<file path="config.mk">
export PLATFORM = sky130hd
export DESIGN_NAME = seg_agu
export DESIGN_NICKNAME = d
export VERILOG_FILES = /design/src/rtl/seg_agu_pkg.sv /design/src/rtl/seg_agu_segfile.sv /design/src/rtl/seg_agu_reloc.sv /design/src/rtl/seg_agu_seq.sv /design/src/rtl/seg_agu.sv
export SDC_FILE = /design/constraint.sdc
export NUM_CORES = 1
export LEC_CHECK = 0
export ABC_AREA = 1
export CORE_MARGIN = 2
export CORE_UTILIZATION = 45
export DETAILED_ROUTE_END_ITERATION = 16
export DONT_BUFFER_PORTS = 1
export GPL_TIMING_DRIVEN = 0
export PLACE_DENSITY_LB_ADDON = 0.05
export SETUP_SLACK_MARGIN = 0.02
export SLEW_MARGIN = 15
export SYNTH_ARGS = -nofsm -noshare
export SYNTH_HDL_FRONTEND = slang
export SYNTH_SLANG_ARGS = --single-unit
</file>
<file path="constraint.sdc">
create_clock -name clk_i -period 3.62 [get_ports clk_i]
set_input_delay 0.724 -clock clk_i [delete_from_list [all_inputs] [get_ports clk_i]]
set_output_delay 0.724 -clock clk_i [all_outputs]
set_load 0.03 [all_outputs]
</file>
<file path="src/rtl/seg_agu_pkg.sv">
package seg_agu_pkg;
  typedef enum logic [1:0] {SEG_ES = 2'd0, SEG_CS = 2'd1, SEG_SS = 2'd2, SEG_DS = 2'd3} seg_id_e;
  typedef enum logic [1:0] {CLS_FETCH = 2'd0, CLS_DATA = 2'd1, CLS_STACK = 2'd2, CLS_STRDST = 2'd3} acc_cls_e;
  typedef enum logic [1:0] {ST_IDLE = 2'd0, ST_CYC1 = 2'd1, ST_CYC2 = 2'd2, ST_DONE = 2'd3} seq_st_e;
endpackage

</file>
<file path="src/rtl/seg_agu_segfile.sv">
module seg_agu_segfile
  import seg_agu_pkg::*;
#(
  parameter int unsigned SEG_W = 16,
  parameter int unsigned NSEG = 4,
  parameter logic [SEG_W-1:0] RESET_CS = '1,
  localparam int unsigned SEL_W = $clog2(NSEG)
) (
  input  logic             clk_i,
  input  logic             rst_ni,
  input  logic             wr_i,
  input  logic [SEL_W-1:0] wr_sel_i,
  input  logic [SEG_W-1:0] wr_data_i,
  input  logic             ovr_set_i,
  input  logic [SEL_W-1:0] ovr_seg_i,
  input  logic             take_i,
  input  logic [1:0]       cls_i,
  output logic [SEG_W-1:0] seg_o
);
  localparam int unsigned CS_IDX = int'(SEG_CS);

  logic [SEG_W-1:0] seg_q [NSEG];
  logic             ovr_vld_q;
  logic [SEL_W-1:0] ovr_id_q;
  logic [SEL_W-1:0] dflt_id, sel_id;
  logic             ovr_ok;

  for (genvar g = 0; g < NSEG; g++) begin : g_seg
    localparam logic [SEG_W-1:0] RST_V = (g == CS_IDX) ? RESET_CS : '0;
    always_ff @(posedge clk_i or negedge rst_ni) begin
      if (!rst_ni) seg_q[g] <= RST_V;
      else if (wr_i && (wr_sel_i == SEL_W'(g))) seg_q[g] <= wr_data_i;
    end
  end

  always_comb begin
    unique case (acc_cls_e'(cls_i))
      CLS_FETCH: dflt_id = SEL_W'(SEG_CS);
      CLS_DATA:  dflt_id = SEL_W'(SEG_DS);
      CLS_STACK: dflt_id = SEL_W'(SEG_SS);
      default:   dflt_id = SEL_W'(SEG_ES);
    endcase
  end

  // only data and stack classes honour a prefix
  assign ovr_ok = (acc_cls_e'(cls_i) == CLS_DATA) || (acc_cls_e'(cls_i) == CLS_STACK);
  assign sel_id = (ovr_ok && ovr_vld_q) ? ovr_id_q : dflt_id;
  assign seg_o  = seg_q[sel_id];

  always_ff @(posedge clk_i or negedge rst_ni) begin
    if (!rst_ni) begin
      ovr_vld_q <= 1'b0;
      ovr_id_q  <= '0;
    end else if (ovr_set_i) begin
      ovr_vld_q <= 1'b1;
      ovr_id_q  <= ovr_seg_i;
    end else if (take_i && ovr_ok) begin
      ovr_vld_q <= 1'b0;
    end
  end
endmodule

</file>
<file path="src/rtl/seg_agu_reloc.sv">
module seg_agu_reloc #(
  parameter int unsigned SEG_W = 16,
  parameter int unsigned OFF_W = 16,
  parameter int unsigned SHIFT = 4,
  localparam int unsigned ADDR_W = SEG_W + SHIFT
) (
  input  logic [SEG_W-1:0]  seg_i,
  input  logic [OFF_W-1:0]  off_i,
  output logic [ADDR_W-1:0] phys_o
);
  logic [ADDR_W-1:0] base, disp;

  assign base   = {seg_i, {SHIFT{1'b0}}};
  assign disp   = ADDR_W'(off_i);
  assign phys_o = base + disp; // carry past the top bit is dropped
endmodule

</file>
<file path="src/rtl/seg_agu_seq.sv">
module seg_agu_seq
  import seg_agu_pkg::*;
#(
  parameter int unsigned ADDR_W = 20,
  parameter int unsigned BYTE_W = 8,
  localparam int unsigned DATA_W = 2 * BYTE_W
) (
  input  logic              clk_i,
  input  logic              rst_ni,
  input  logic              req_i,
  input  logic              word_i,
  input  logic              we_i,
  input  logic [DATA_W-1:0] wdata_i,
  input  logic [ADDR_W-1:0] phys_i,
  output logic              take_o,
  output logic              ready_o,
  output logic [DATA_W-1:0] rdata_o,
  output logic              mem_req_o,
  output logic              mem_we_o,
  output logic [ADDR_W-1:0] mem_addr_o,
  output logic [1:0]        mem_be_o,
  output logic [DATA_W-1:0] mem_wdata_o,
  input  logic              mem_ack_i,
  input  logic [DATA_W-1:0] mem_rdata_i
);
  seq_st_e           st_q;
  logic [ADDR_W-1:0] addr_q;
  logic              word_q, we_q;
  logic [DATA_W-1:0] wdata_q, rdata_q;
  logic              odd, split;

  assign odd    = addr_q[0];
  assign split  = word_q && odd;
  assign take_o = (st_q == ST_IDLE) && req_i;

  always_ff @(posedge clk_i or negedge rst_ni) begin
    if (!rst_ni) begin
      st_q    <= ST_IDLE;
      addr_q  <= '0;
      word_q  <= 1'b0;
      we_q    <= 1'b0;
      wdata_q <= '0;
      rdata_q <= '0;
    end else begin
      unique case (st_q)
        ST_IDLE: if (req_i) begin
          addr_q  <= phys_i;
          word_q  <= word_i;
          we_q    <= we_i;
          wdata_q <= wdata_i;
          st_q    <= ST_CYC1;
        end
        ST_CYC1: if (mem_ack_i) begin
          if (split) begin
            rdata_q[BYTE_W-1:0] <= mem_rdata_i[DATA_W-1:BYTE_W];
            addr_q              <= addr_q + 1'b1;
            st_q                <= ST_CYC2;
          end else begin
            if (word_q)   rdata_q <= mem_rdata_i;
            else if (odd) rdata_q <= {{BYTE_W{1'b0}}, mem_rdata_i[DATA_W-1:BYTE_W]};
            else          rdata_q <= {{BYTE_W{1'b0}}, mem_rdata_i[BYTE_W-1:0]};
            st_q <= ST_DONE;
          end
        end
        ST_CYC2: if (mem_ack_i) begin
          rdata_q[DATA_W-1:BYTE_W] <= mem_rdata_i[BYTE_W-1:0];
          st_q                     <= ST_DONE;
        end
        default: st_q <= ST_IDLE;
      endcase
    end
  end

  always_comb begin
    mem_be_o    = odd ? 2'b10 : 2'b01;
    mem_wdata_o = {2{wdata_q[BYTE_W-1:0]}};
    if (st_q == ST_CYC1 && word_q && !odd) begin
      mem_be_o    = 2'b11;
      mem_wdata_o = wdata_q;
    end else if (st_q == ST_CYC2) begin
      mem_wdata_o = {2{wdata_q[DATA_W-1:BYTE_W]}};
    end
  end

  assign mem_req_o  = (st_q == ST_CYC1) || (st_q == ST_CYC2);
  assign mem_we_o   = we_q;
  assign mem_addr_o = addr_q;
  assign ready_o    = (st_q == ST_DONE);
  assign rdata_o    = rdata_q;
endmodule

</file>
<file path="src/rtl/seg_agu.sv">
module seg_agu #(
  parameter int unsigned SEG_W = 16,
  parameter int unsigned OFF_W = 16,
  parameter int unsigned SHIFT = 4,
  parameter int unsigned BYTE_W = 8,
  parameter logic [SEG_W-1:0] RESET_CS = '1,
  localparam int unsigned ADDR_W = SEG_W + SHIFT,
  localparam int unsigned DATA_W = 2 * BYTE_W
) (
  input  logic              clk_i,
  input  logic              rst_ni,
  input  logic              seg_wr_i,
  input  logic [1:0]        seg_wr_sel_i,
  input  logic [SEG_W-1:0]  seg_wr_data_i,
  input  logic              ovr_set_i,
  input  logic [1:0]        ovr_seg_i,
  input  logic              req_i,
  input  logic [1:0]        cls_i,
  input  logic [OFF_W-1:0]  offset_i,
  input  logic              word_i,
  input  logic              we_i,
  input  logic [DATA_W-1:0] wdata_i,
  output logic              ready_o,
  output logic [DATA_W-1:0] rdata_o,
  output logic              mem_req_o,
  output logic              mem_we_o,
  output logic [ADDR_W-1:0] mem_addr_o,
  output logic [1:0]        mem_be_o,
  output logic [DATA_W-1:0] mem_wdata_o,
  input  logic              mem_ack_i,
  input  logic [DATA_W-1:0] mem_rdata_i
);
  logic [SEG_W-1:0]  seg_val;
  logic [ADDR_W-1:0] phys;
  logic              take;

  seg_agu_segfile #(.SEG_W(SEG_W), .NSEG(4), .RESET_CS(RESET_CS)) u_segfile (
    .clk_i, .rst_ni,
    .wr_i(seg_wr_i), .wr_sel_i(seg_wr_sel_i), .wr_data_i(seg_wr_data_i),
    .ovr_set_i, .ovr_seg_i, .take_i(take), .cls_i, .seg_o(seg_val)
  );

  seg_agu_reloc #(.SEG_W(SEG_W), .OFF_W(OFF_W), .SHIFT(SHIFT)) u_reloc (
    .seg_i(seg_val), .off_i(offset_i), .phys_o(phys)
  );

  seg_agu_seq #(.ADDR_W(ADDR_W), .BYTE_W(BYTE_W)) u_seq (
    .clk_i, .rst_ni, .req_i, .word_i, .we_i, .wdata_i, .phys_i(phys),
    .take_o(take), .ready_o, .rdata_o,
    .mem_req_o, .mem_we_o, .mem_addr_o, .mem_be_o, .mem_wdata_o,
    .mem_ack_i, .mem_rdata_i
  );
endmodule

</file>
==> metrics.md <==
| Metric | Value |
|---|---|
| CP cell instances | `inv_1 -> ha_1 -> inv_1 -> clkbuf_1 -> buf_4 -> o21ai_0` |
| Mux cell area share after synthesis | `0.475%` |
| Ys async rst share | `100%` |
| Synth Area in XOR/XNOR | `between 1 and 1.5%` |
| Top FF cell, synth | `dfrtp_1` |
| Post-DP HPWL | `14000 um` |
| Flop and latch count out of synthesis | `roughly 120` |
| Share of cells above drive strength 1 | `11.2%` |
| Die width | `about 130 um` |
| DP Cell Count | `1064` |
| Worst-case vdd ir drop | `roughly 0.00034 V` |
| WL final | `around 20000 um` |
| Std cell rows | `45` |
| Final clock skew | `about 0.007 ns` |
| Clock sink count | `123` |
| Largest net degree at the start of global routing | `108` |
| Vias in the first global route | `6236` |
| Adder-cell share of the synthesized area | `4.12%` |
| N_diodes | `0` |
| Worst path most repeated cell | `inv_1` |
| Slowest stage cell on the critical path | `o21ai_0` |
| Nets | `approximately 1000` |
| Share of Yosys cell area claimed by the top area cell type | `slightly below 40%` |
| Setup violators final | `0` |
| Critical path's top delay family | `compound AO/OA/AOI/OAI gates` |
| Slew Viols, Final | `0` |
| Area delta synth->final | `12.8%` |
| H-Tree Depth | `4` |
| Max Clk Rate | `0.294 GHz` |
| Slew headroom | `28.5%` |
| Minimum clock period after layout | `3.40 ns` |
| Power Density | `between 900 and 1000 nW/um2` |
| Yosys warns | `0` |
| EDFF count, synth | `0` |
| CTS Buf Count | `17` |
| Drt drc | `0` |
| Largest area contributor in the netlist | `dfrtp_1` |
| Overflow after GRT | `0` |
| Post-Synthesis Cells | `about 880` |
| Setup crit end kind | `output port` |
| Crit path DAT | `around 2.7 ns` |
| Worst min path class | `in2async` |
| Clock buffer depth | `2` |
| Post-synthesis compound-gate area fraction | `19.7%` |
| Period utilization | `between 90% and 100%` |
| Post-synthesis sequential area ratio | `a little under half` |
| Area contributors post-synth | `dfrtp_1 39%, o21ai_0 10%, nand2_1 9.2%` |
| Post-CTS setup buffer count | `0` |
| Vias | `around 6300` |
| Non-Filler Instances | `about 1100` |
| Clock transition at path regs | `0.06 ns` |
| Worst-skew pair later-pin latency | `~0.42 ns` |
| Io pins | `135` |
| Outcome | `finished, final reports clean` |
| Post-route ant nets | `0` |
| Hold Fails Final Rpt | `0` |
| Slew @ Worst Pin | `around 1.1 ns` |
| Die area | `between 15000 and 20000 um2` |
| Most numerous cell in the Yosys netlist | `nand2_1` |
| LEAKAGE | `between 0.003 and 0.004 uW` |
| DR WL/cell | `18.3 um` |
| Largest family of logic cells by synthesized area | `simple AND/OR/NAND/NOR gates` |
| Post-Syn Nets | `about 1000` |
| Starting Density | `between 40% and 50%` |
| Worst Setup Path Type | `reg2out` |
| Gp weighted congestion | `0.872` |
| Synth cell count leaders | `168 x nand2_1, 142 x o21ai_0, 107 x dfrtp_1, 93 x nor2_1, 74 x inv_1` |
| All-Layer GR Usage | `approximately a quarter` |
| Unique masters post-synth | `48` |
| CP required | `roughly 2.9 ns` |
| Highest cell delay on the worst timing path | `0.85 ns` |
| Iteration-0 DRC Markers | `roughly 390` |
| Port bufs | `0` |
| First-pass GRT wire length | `32100 um` |
| Die height | `between 100 and 150 um` |
| Drt pass-1 iters | `5` |
| CTS tree | `yes` |
| CP Buf/Inv Count | `4` |
| RSZ-0062 raised after global routing | `false` |
| CTS Root Cell | `clkbuf_16` |
| Cell area after synthesis | `about 6900 um2` |
| Max cap viols | `0` |
| Final Core Density | `between 50% and 60%` |
| Core Region | `roughly 15000 um2` |
| Mapped Avg Cell Area | `~8 um2` |
| Synth Area in Simple Gates | `about 22%` |
| Maximum fanout along the worst path | `10` |
| Initial antenna violation count | `0` |
| Startpoint Class | `flip-flop` |
| Vias/cell | `5.76` |
[layout by cell type, fill, tap and decap left out, drive strengths merged, types with 2 or more instances in the layout]
master,n
or2,5
clkbuf,47
nand3,49
a32oi,2
buf,12
a31oi,13
a21oi,69
a21boi,2
o22ai,14
mux2,2
clkinvlp,3
nand3b,2
ha,21
o21ai,144
bufinv,2
clkinv,8
dfstp,16
nor3,4
nand4,14
xnor2,5
inv,82
xor2,5
a22oi,3
dfrtp,107
nor2,95
nand2,176
[sequential cells by signal, summed over array words and instances (netlist names)]
register             flops
u_segfile.ovr_vld_q      1
u_segfile.seg_q         64
u_seq.word_q             1
u_seq.rdata_o           16
u_seq.st_q               2
u_seq.mem_addr_o        20
u_seq.wdata_q           16
u_segfile.ovr_id_q       2
u_seq.mem_we_o           1
[routing by layer]
layer | global-route usage, % | vias up | part of all wire, %
li1 | - | 2979 | -
met1 | 33.2 | 3064 | 44
met2 | 40.9 | 241 | 47
met3 | 5.74 | 36 | 6.9
met4 | 9.57 | 0 | 2.0
met5 | 0 | - | 0
[worst reg2reg max path, stage by stage, from the launching register on]
cell     delay (ns)
dfrtp_1        0.50
nand2_2        0.12
nand2_4        0.13
nand2_4        0.09
buf_8          0.16
inv_4          0.11
buf_4          0.22
nor2_1         0.06
o22ai_1        0.24
ha_1           0.34
a21oi_1        0.24
nand2_1        0.15
nand3_1        0.09
nand2_1        0.08
nand3_1        0.09
nand2_1        0.07
a21oi_1        0.11
o21ai_0        0.12
a21oi_1        0.16
[repair_timing]
action	4_1_cts	5_1_grt
gates resized for setup	1	21
hold endpoints to repair	107	0
pin swaps	0	0
setup endpoints to repair	1	11
hold buffers	1	0
[power by group]
part           internal, uW  leakage, uW  switching (uW)  total, uW
logic                   887      0.00188            2100       2990
registers              1820      0.00142             754       2580
clock network          1010     0.000276             648       1660
total                  3720      0.00358            3500       7230
[cells by family after synthesis]
group	count (synthesis)
buf+inv	121
mux	3
fa+ha+maj	22
xor+xnor	10
simple gates	345
compound gates	252
flops	123
[worst paths after layout]
path                       slack (ns)  depth (start not counted)                          endpoint                       startpoint
setup / recovery                 0.22                          6                       mem_be_o[1]        u_seq.st_q[1]$_DFFE_PN0P_
hold / removal                   0.16                          0   u_segfile.seg_q[46]$_DFFE_PN1P_                           rst_ni
setup reg to reg                 0.46                         18  u_seq.mem_addr_o[12]$_DFFE_PN0P_  u_segfile.ovr_vld_q$_DFFE_PN0P_
hold reg to reg                  0.48                          2    u_segfile.seg_q[2]$_DFFE_PN0P_   u_segfile.seg_q[2]$_DFFE_PN0P_
max in group asynchronous        2.95                          1   u_segfile.seg_q[11]$_DFFE_PN0P_                           rst_ni
min in group clk_i               0.40                          2   u_segfile.ovr_vld_q$_DFFE_PN0P_                        ovr_set_i
[cell type report]
class / count / area, um2
plain buffers: 40 / 196
clock buffers: 18 / 429
clock inverters: 14 / 146
fillers: 1481 / 7300
inverters: 81 / 307
multi-input cells: 632 / 3290
flip-flops and latches: 123 / 3100
well taps: 188 / 235
repair buffers: 1 / 27.5
[metrics by stage]
stage          worst slack (ns)  total power [uW]  hold slack [ns]  cell area [um2]  TNS [ns]
2_1_floorplan             0.272              4830            0.428             6860         0
3_3_place_gp             -0.385              5460            0.431             7090     -3.18
3_5_place_dp             -0.436              5530            0.431             7090     -3.70
4_1_cts                  0.0344              7240            0.131             7690         0
5_1_grt                  0.0181              7740            0.131             7730         0
6_report                  0.217              7230            0.156             7730         0
Note: power is estimated with default switching activity, not from simulation.
